## config.mk

```make
export PLATFORM = sky130hd
export DESIGN_NAME = mmd_window_bridge
export DESIGN_NICKNAME = d
export VERILOG_FILES = /design/src/rtl/mwb_pkg.sv /design/src/rtl/mwb_layout_dec.sv /design/src/rtl/mwb_select_reg.sv /design/src/rtl/mwb_mmd_store.sv /design/src/rtl/mmd_window_bridge.sv
export SDC_FILE = /design/constraint.sdc
export NUM_CORES = 2
export LEC_CHECK = 0
export ABC_AREA = 1
export BUFFER_PORTS_ARGS = -buffer_cell sky130_fd_sc_hd__clkbuf_2
export CAP_MARGIN = 5
export CORE_ASPECT_RATIO = 0.5
export CORE_UTILIZATION = 50
export CTS_BUF_LIST = sky130_fd_sc_hd__clkbuf_8
export CTS_CLUSTER_DIAMETER = 40
export DETAILED_ROUTE_END_ITERATION = 10
export GPL_ROUTABILITY_DRIVEN = 0
export MAX_ROUTING_LAYER = met4
export PLACE_DENSITY = 0.66
export SYNTH_ARGS = -nofsm -noshare
export SYNTH_HDL_FRONTEND = slang
export SYNTH_SLANG_ARGS = --single-unit
```

## constraint.sdc

```tcl
create_clock -name clk -period 6.95 [get_ports clk]
set_input_delay 1.39 -clock clk [delete_from_list [all_inputs] [get_ports clk]]
set_output_delay 1.39 -clock clk [all_outputs]
set_load 0.05 [all_outputs]
```

## src/rtl/mwb_pkg.sv

```systemverilog
package mwb_pkg;
   localparam int DEV_W  = 5;
   localparam int REG_W  = 16;
   localparam int FULL_W = DEV_W + REG_W;
   localparam int BUS_W  = 32;
   localparam int HALF_W = 16;

   localparam logic [1:0] MODE_WORD = 2'd0;

   typedef struct packed {
      logic              hit_sel;
      logic              hit_data;
      logic [FULL_W-1:0] full;
   } dec_t;
endpackage

```

## src/rtl/mwb_layout_dec.sv

```systemverilog
module mwb_layout_dec
   import mwb_pkg::*;
#(
   parameter int          ADDR_W   = 16,
   parameter bit          HALF     = 1'b0,
   parameter int unsigned SEL_OFF  = 32'h3FC,
   parameter int unsigned WIN_BASE = 32'h8000,
   parameter int unsigned WIN_SIZE = 4096
) (
   input  logic [ADDR_W-1:0] addr,
   input  logic [BUS_W-1:0]  sel_q,
   output dec_t              dec
);
   localparam int WIN_LOG = $clog2(WIN_SIZE);
   localparam logic [ADDR_W-1:0] SEL_V  = ADDR_W'(SEL_OFF);
   localparam logic [ADDR_W-1:0] BASE_V = ADDR_W'(WIN_BASE);
   localparam logic [BUS_W-1:0]  MASK_V = BUS_W'(WIN_SIZE - 1);

   if ((WIN_SIZE & (WIN_SIZE - 1)) != 0 || WIN_SIZE < 4) begin : g_bad_size
      $error("WIN_SIZE must be a power of two of at least 4");
   end
   if ((WIN_BASE % WIN_SIZE) != 0) begin : g_bad_base
      $error("WIN_BASE must be aligned to WIN_SIZE");
   end
   if (WIN_LOG >= ADDR_W || ADDR_W < 12) begin : g_bad_addr
      $error("ADDR_W too small for the window or the word layout");
   end

   if (HALF) begin : g_half
      logic             in_win;
      logic [BUS_W-1:0] win_off;
      logic [BUS_W-1:0] shifted;
      logic [BUS_W-FULL_W-1:0] unused_sh_bits;

      always_comb begin
         win_off = '0;
         win_off[WIN_LOG-1:0] = addr[WIN_LOG-1:0];
      end
      assign in_win   = (addr[ADDR_W-1:WIN_LOG] == BASE_V[ADDR_W-1:WIN_LOG]);
      assign shifted  = (sel_q & ~MASK_V) | win_off;
      assign dec.hit_sel  = (addr == SEL_V);
      assign dec.hit_data = in_win && !addr[0] && !dec.hit_sel;
      assign dec.full     = shifted[FULL_W:1];
      assign unused_sh_bits = {shifted[BUS_W-1:FULL_W+1], shifted[0]};
   end else begin : g_word
      logic [BUS_W-FULL_W+7:0] unused_sel_bits;

      assign dec.hit_sel  = (addr == SEL_V);
      assign dec.hit_data = !dec.hit_sel && (addr[1:0] == 2'b00)
                            && (addr[ADDR_W-1:10] == '0);
      assign dec.full     = {sel_q[FULL_W-9:0], addr[9:2]};
      assign unused_sel_bits = sel_q[BUS_W-1:FULL_W-8];
   end
endmodule

```

## src/rtl/mwb_select_reg.sv

```systemverilog
module mwb_select_reg
   import mwb_pkg::*;
(
   input  logic             clk,
   input  logic             rst_n,
   input  logic             wr_en,
   input  logic [BUS_W-1:0] wdata,
   output logic [BUS_W-1:0] q
);
   always_ff @(posedge clk or negedge rst_n) begin
      if (!rst_n)     q <= '0;
      else if (wr_en) q <= wdata;
   end
endmodule

```

## src/rtl/mwb_mmd_store.sv

```systemverilog
module mwb_mmd_store
   import mwb_pkg::*;
#(
   parameter int N_DEV = 4,
   parameter int N_REG = 16
) (
   input  logic              clk,
   input  logic              rst_n,
   input  logic              wr_en,
   input  logic [FULL_W-1:0] addr,
   input  logic [HALF_W-1:0] wdata,
   output logic [HALF_W-1:0] rdata
);
   localparam int N_ENT = N_DEV * N_REG;

   if (N_DEV < 1 || N_DEV > 32 || N_REG < 1 || N_REG > 65536 || N_ENT > 4096) begin : g_bad_dim
      $error("register store dimensions out of range");
   end

   logic [DEV_W-1:0]  dev;
   logic [REG_W-1:0]  rnum;
   logic              in_range;
   logic [31:0]       idx;
   logic [HALF_W-1:0] mem_q [N_ENT];

   assign dev      = addr[FULL_W-1:REG_W];
   assign rnum     = addr[REG_W-1:0];
   assign in_range = (32'(dev) < 32'(N_DEV)) && (32'(rnum) < 32'(N_REG));
   assign idx      = 32'(dev) * 32'(N_REG) + 32'(rnum);

   for (genvar g = 0; g < N_ENT; g++) begin : g_ent
      always_ff @(posedge clk or negedge rst_n) begin
         if (!rst_n)
            mem_q[g] <= '0;
         else if (wr_en && in_range && idx == 32'(g))
            mem_q[g] <= wdata;
      end
   end

   always_comb begin
      rdata = '0;
      for (int i = 0; i < N_ENT; i++) begin
         if (in_range && idx == 32'(i)) rdata = mem_q[i];
      end
   end
endmodule

```

## src/rtl/mmd_window_bridge.sv

```systemverilog
module mmd_window_bridge
   import mwb_pkg::*;
#(
   parameter int          ADDR_W       = 16,
   parameter int unsigned WORD_SEL_OFF = 32'h3FC,
   parameter int unsigned HALF_SEL_OFF = 32'h9064,
   parameter int unsigned WIN_BASE     = 32'h8000,
   parameter int unsigned WIN_SIZE     = 4096,
   parameter int          N_DEV        = 4,
   parameter int          N_REG        = 16
) (
   input  logic              clk,
   input  logic              rst_n,
   input  logic [1:0]        layout_mode,
   input  logic              bus_sel,
   input  logic              bus_we,
   input  logic [ADDR_W-1:0] bus_addr,
   input  logic [BUS_W-1:0]  bus_wdata,
   output logic              bus_ack,
   output logic [BUS_W-1:0]  bus_rdata
);
   if (HALF_SEL_OFF >= WIN_BASE && HALF_SEL_OFF < WIN_BASE + WIN_SIZE) begin : g_bad_sel
      $error("halfword select offset must lie outside the data window");
   end
   if (WORD_SEL_OFF >= (1 << ADDR_W) || HALF_SEL_OFF >= (1 << ADDR_W)
       || WIN_BASE + WIN_SIZE > (1 << ADDR_W)) begin : g_bad_range
      $error("offsets do not fit in ADDR_W");
   end

   logic [BUS_W-1:0]  sel_q;
   dec_t              dec_word, dec_half, dec;
   logic              hit_sel, hit_data;
   logic              sel_we, store_we;
   logic [HALF_W-1:0] store_rd;
   logic [BUS_W-1:0]  rdata_d;

   mwb_layout_dec #(
      .ADDR_W(ADDR_W), .HALF(1'b0), .SEL_OFF(WORD_SEL_OFF),
      .WIN_BASE(WIN_BASE), .WIN_SIZE(WIN_SIZE)
   ) u_dec_word (
      .addr(bus_addr), .sel_q(sel_q), .dec(dec_word)
   );

   mwb_layout_dec #(
      .ADDR_W(ADDR_W), .HALF(1'b1), .SEL_OFF(HALF_SEL_OFF),
      .WIN_BASE(WIN_BASE), .WIN_SIZE(WIN_SIZE)
   ) u_dec_half (
      .addr(bus_addr), .sel_q(sel_q), .dec(dec_half)
   );

   assign dec      = (layout_mode == MODE_WORD) ? dec_word : dec_half;
   assign hit_sel  = dec.hit_sel;
   assign hit_data = dec.hit_data;
   assign sel_we   = bus_sel && bus_we && hit_sel;
   assign store_we = bus_sel && bus_we && hit_data;

   mwb_select_reg u_sel (
      .clk(clk), .rst_n(rst_n), .wr_en(sel_we), .wdata(bus_wdata), .q(sel_q)
   );

   mwb_mmd_store #(.N_DEV(N_DEV), .N_REG(N_REG)) u_store (
      .clk(clk), .rst_n(rst_n), .wr_en(store_we), .addr(dec.full),
      .wdata(bus_wdata[HALF_W-1:0]), .rdata(store_rd)
   );

   always_comb begin
      rdata_d = '0;
      if (hit_sel)       rdata_d = sel_q;
      else if (hit_data) rdata_d = {{(BUS_W-HALF_W){1'b0}}, store_rd};
   end

   always_ff @(posedge clk or negedge rst_n) begin
      if (!rst_n) begin
         bus_ack   <= 1'b0;
         bus_rdata <= '0;
      end else begin
         bus_ack   <= bus_sel;
         bus_rdata <= (bus_sel && !bus_we) ? rdata_d : '0;
      end
   end
endmodule

```

==> Word-level counts from Yosys, hierarchy flattened <==
Index checks and enable logic that the tools add are counted.
{ "word_totals": {"register_bits": 1089, "in_bits": 54, "out_inout_bits": 33, "word_cells": 351} }
{ "classes": {"addsub": 1, "order_cmp": 2, "eq_ne": 66, "n_mux": 68, "n_bitwise": 1, "reduce_logical": 146} }
{ "ops": {"columns": ["cell", "count"], "rows": [
  ["$mux W16", 65],
  ["$eq A32 B6 Y1 const B", 32],
  ["$eq A32 B5 Y1 const B", 16],
  ["$eq A32 B4 Y1 const B", 8],
  ["$logic_and A1 B1 Y1", 138],
  ["$eq A32 B3 Y1 const B", 4],
  ["$eq A32 B2 Y1 const B", 2],
  ["$mux W32", 2],
  ["$eq A32 B1 Y1 const B", 1],
  ["$logic_not A32 Y1", 1],
  ["$mux W23", 1],
  ["$or A22 B12 Y22", 1],
  ["$add A9 B16 Y17", 1],
  ["$eq A16 B10 Y1 const B", 1],
  ["$eq A16 B16 Y1 const B", 1],
  ["$lt A16 B5 Y1 const B", 1],
  ["$logic_not A6 Y1", 1],
  ["$lt A5 B3 Y1 const B", 1],
  ["$eq A4 B4 Y1 const B", 1],
  ["$logic_not A1 Y1", 4],
  ["$logic_not A2 Y1", 2]
]} }

==> Longest topological paths before layout <==
{ "logic_depth": {"depth_word": 75, "depth_mapped": 73, "ltp_nobuf": 70} }

==> Modules after synthesis <==
From an unflattened synthesis, not the netlist that was laid out.
{ "hier_totals": {"cells_unflattened": 7005, "area_unflattened_um2": 53779.1} }
{ "by_module_without_submodules": {"columns": ["mod", "instances", "cells_each", "area_per_inst_um2", "seq_area_each_um2"], "rows": [
  ["mwb_mmd_store", 1, 6532, 50250.7, 25624.6],
  ["mmd_window_bridge", 1, 248, 1736.7, 825.8],
  ["mwb_select_reg", 1, 136, 1292.5, 800.8],
  ["mwb_layout_dec at u_dec_half", 1, 48, 266.5, 0.0],
  ["mwb_layout_dec at u_dec_word", 1, 41, 232.7, 0.0]
]} }

==> Worst setup path before layout <==
Ideal clock, no wire load.
{ "synth_timing": {"kind": "input to register", "start": "input port layout_mode[1]", "end": "register bus_rdata[1]", "setup_time_ns": 0.133, "arrival_time_ns": 6.551, "required_ns": 6.817, "slack_ns": 0.266, "cell_stages": 55, "path_buffers": 5, "cell_sequence": "nor2_2 buf_6 buf_6 buf_4 nand2_1 o21ai_0 ha_1 inv_1 fa_1 xor2_1 nand4_1 nor2_1 inv_1 buf_2 nor3_1 nand3_1 clkbuf_1 o21ai_0 [19 not listed] nand2_1 nand4_1 nand2_1 nand3_1 nor2_1 nand3_1 nand2_1 nand4_1 nor2_1 nand3_1 nor2_1 nand3_1 nand2_1 nand2_1 nand2_1 nand2_1 nand2_1 a21oi_1"} }
{ "synth_between": {"elab_chain_cells": 72, "word_cells_on_any_way": 201, "classes_between": "1 x add/sub; 2 x order compare; 63 x eq/ne; 68 x mux; 67 x reduce/logical"} }
{ "synth_lines": {"columns": ["item", "line_no", "text"], "rows": [
  ["from (decl)", "mmd_window_bridge.sv:14", "input logic [1:0] layout_mode,"],
  ["$logic_not A2 Y1 *", "mmd_window_bridge.sv:51", "assign dec = (layout_mode == MODE_WORD) ? dec_word : dec_half;"],
  ["$mux W23 *", "mmd_window_bridge.sv:51", null],
  ["$add A9 B16 Y17, or another cell as far along", "mwb_mmd_store.sv:29", "assign idx = 32'(dev) * 32'(N_REG) + 32'(rnum);"],
  ["$logic_not A32 Y1 / $logic_and A1 B1 Y1 (equally long branches)", "mwb_mmd_store.sv:43, mwb_mmd_store.sv:28", null],
  ["$logic_and A1 B1 Y1", "mwb_mmd_store.sv:43", "if (in_range && idx == 32'(i)) rdata = mem_q[i];"],
  ["$mux W16 (64 in a row)", "mwb_mmd_store.sv:43", null],
  ["$mux W16", "mmd_window_bridge.sv:69", "else if (hit_data) rdata_d = {{(BUS_W-HALF_W){1'b0}}, store_rd};"],
  ["$mux W32 *", "mmd_window_bridge.sv:68", "if (hit_sel) rdata_d = sel_q;"],
  ["$mux W32 *", "mmd_window_bridge.sv:78", "bus_rdata <= (bus_sel && !bus_we) ? rdata_d : '0;"],
  ["to (signal assigned)", "mmd_window_bridge.sv:78", null],
  ["to (decl)", "mmd_window_bridge.sv:20", "output logic [BUS_W-1:0] bus_rdata"]
]} }
Every way passes the cells marked *; elsewhere a longest branch is shown, timed or not.
A chain may end at the register's enable or synchronous reset.

==> Worst setup path in the final report <==
{ "layout_timing": {"start": "input port layout_mode[1]", "end": "register bus_rdata[11]"} }
Same word-level chain as after synthesis.

==> run summary <==
Syn Nets -> 6080
Worst rel slew slack -> 15.53%
VDD IR-drop max -> 179.7 µV
Pin count of the biggest net entering global routing -> 189
Critical Path RT -> 7.67 ns
Sink Count -> 1089
Placed inst area -> 0.05217 mm²
Yosys reg bits -> 1089
Yosys top cell by area -> dfrtp_1
Fin. max-slew vios -> 0
Drt first pass iters -> 7
Tcrit/Tclk final -> 106.3%
Root buf cell -> clkbuf_8
# rows -> 80
Synthesized netlist cell count -> 6020
DP HPWL -> 88.44 mm
Max FO, Critical Path -> 7
Via count -> 42250
Fraction of layout cells with a size suffix above 1 -> 16.61%
Peak Freq -> 0.1353 GHz
Number of global-route vias before repair -> 40030
Clk_skew -> 0.04585 ns
Post-synth ARST share -> 100.0%
Max_cap viols -> 0
Worst path slowest cell -> ha_4
Worst setup EP type -> flop
Initial antenna violation count -> 5
Seq/Total Area, Yosys -> 55.80%
Post-synth EDFFs -> 0
Yosys top cell area share -> 55.80%
Die area -> 0.09900 mm²
Setup ws final -> -0.4384 ns
Slowest stage delay, CP -> 0.29 ns
Violated checks -> setup timing
Synth cell types -> 48
Layout Nets -> 6271
Longest Clk Path Bufs -> 3
Worst slew pin tran -> 1.267 ns
DRC violations left -> 0
Die Y-Extent -> 223.0 µm
Final setup TNS -> -3.872 ns
Starting Density -> 50.87%
Total global-route track usage -> 29.28%
I/O pin cnt -> 87
Lkg Pwr -> 26.07 nW
Pre-CTS WS -> -1.698 ns
RSZ-0062 raised after global routing -> yes
Reg clk slew, reported paths -> 0.07 ns
CTS tree -> built
Buffers on Ports -> 86
Fillers -> 8561
Final ANT Viol Nets -> 0
Hold Path Class -> reg2reg
Hold buffers post-CTS -> 0
Initial drt markers -> 4654
Status -> complete, but fails checks
Core Area -> 0.09599 mm²
Global-route wire length before repair -> 224.3 mm
Final hold viol count -> 0
Clock buffer count from CTS -> 157
Worst skew pair latency -> 0.86 ns
Area of the mapped netlist -> 0.04884 mm²
Avg Inst Size Synth -> 8.112 µm²
Area Growth Syn to Fin -> 15.71%
Setup violators final -> 15
H-tree depth -> 4
Nature of the critical path startpoint -> input pin
Worst path most repeated cell -> nand2_1
Final instance area -> 0.05651 mm²
Gr ovfl total -> 0
Drt total wl -> 140.3 mm
Synth warn -> 0
Primary FF master, synth -> dfrtp_1
DR vias/cell -> 5.568
Crit path time final -> 7.388 ns
Worst EP arrival -> 8.11 ns
Synth area leaders -> dfrtp_1 (56%), nand2_1 (15%), o21ai_0 (11%), clkbuf_1 (3.1%), a21oi_1 (2.9%)
Routed length per placed instance -> 18.49 µm
Die W -> 444.0 µm
Setup CP Type -> in2reg
Pwr dens -> 211.0 mW/mm²
[metal layers]
layer	vias up	GRT usage [%]	routed length (µm)
met1	20600	43.42	65960
li1	19980	-	-
met5	-	-	0
met2	1445	41.60	61050
met4	0	7.479	2669
met3	225	4.982	10650
[per-stage QoR]
step	hold slack, ns	instances	util, %	total power [mW]
global placement	0.4586	7290	54.34	6.934
floorplan	0.4452	6020	-	6.619
finish	0.4780	7588	58.86	11.92
detailed placement	0.4655	7290	54.34	6.939
global route	0.4986	7587	58.86	12.33
CTS	0.4809	7568	58.12	11.99
[power breakdown]
group	internal (mW)	leakage (nW)	switching [mW]
combinational	0.136	9.15	0.394
sequential	6.34	15.2	0.000102
clock	2.57	1.74	2.48
total	9.05	26.1	2.87
[final cells by class]
class	count	area (µm²)	area share, %
clock inverter	69	356.6	0.6311
multi-input combinational	4250	20010	35.41
clock buffer	194	2670	4.725
inverter	256	964.7	1.707
antenna	2	5.005	0.008857
sequential	1089	27250	48.23
tap	1271	1590	2.814
timing repair buffer	457	3660	6.477
[kinds of logic (layout without fill, tap and decap cells)]
logic type / after synthesis / after routing / share of synthesized area [%]
buffers and inverters: 681 / 976 / 5.329
multiplexers: 10 / 10 / 0.2306
adder cells (fa/ha/maj): 6 / 6 / 0.1691
XOR/XNOR: 1 / 1 / 0.01794
AO/OA/AOI/OAI: 1401 / 1401 / 14.52
other: 0 / 2 / 0
flip-flops: 1089 / 1089 / 55.80
AND/OR/NAND/NOR: 2832 / 2832 / 23.93
[layout by cell type (no fill, tap or decap), types with 26 or more instances in the layout]
master       n
a21oi_2     33
clkbuf_2    83
nor2_2      31
nand2_1   1931
nor3_1      49
buf_12      26
nor3_2      27
nand4_1    158
inv_1      267
dfrtp_1   1089
a21oi_1    248
nand2_2     62
or2_2       72
nor2_1     309
buf_4      330
clkbuf_8   195
nand3_1     90
inv_2       31
o21ai_0   1065
nand3_2     45
[flip-flops by register name, summed over array words and instances, names as in the netlist]
register and cells:
bus_rdata 32, bus_ack 1, u_store.mem_q 1024, u_sel.q 32
[Yosys cell counts (3+ instances only)]
master and n:
o21ai_1 18, nor4_2 4, inv_2 11, clkbuf_1 399, a21oi_1 281, o22ai_1 4, nor4_1 5, o21bai_1 4
nand3_1 133, mux2_2 10, dfrtp_1 1089, buf_6 3, clkinv_1 6, nor3_1 73, o41ai_1 4, nand2_2 10
nor3b_1 3, nand4_1 158, a21o_1 3, inv_1 239, nand2_1 1995, nor2_4 4, or2_2 73, buf_4 3
and2_1 5, nor3_2 4, nor2_2 3, o21ai_0 1074, buf_1 10, ha_1 5, nand3b_1 3, buf_2 10
nor2_1 350, o21ai_2 5
[worst max-delay path: cells and delay by family]
family	cells	cell delay, ns
adders and majority gates	1	0.29
and+or+nand+nor	45	4.58
AOI/OAI and AO/OA	8	1.09
buffers and inverters	7	0.78
[final timing paths]
path	endpoint	depth (start not counted)	start	slack (ns)
max reg2reg	bus_rdata[11]	57	u_sel.q[10]	0.06
min reg2reg	u_store.mem_q[91]	2	u_store.mem_q[91]	0.48
max in group asynchronous	u_store.mem_q[469]	2	rst_n	4.72
max	bus_rdata[11]	61	layout_mode[1]	-0.44
min in group asynchronous	u_store.mem_q[190]	1	rst_n	0.56
min	u_store.mem_q[91]	2	u_store.mem_q[91]	0.48
[repair_timing]
action | CTS | global route
endpoints found under the hold margin | 0 | 0
pin swaps | 62 | 127
setup buffers | 19 | 19
setup endpoints to repair | 16 | 16
gates cloned | 1 | 1
gates resized for setup | 125 | 153
(Power assumes the default switching activity.)
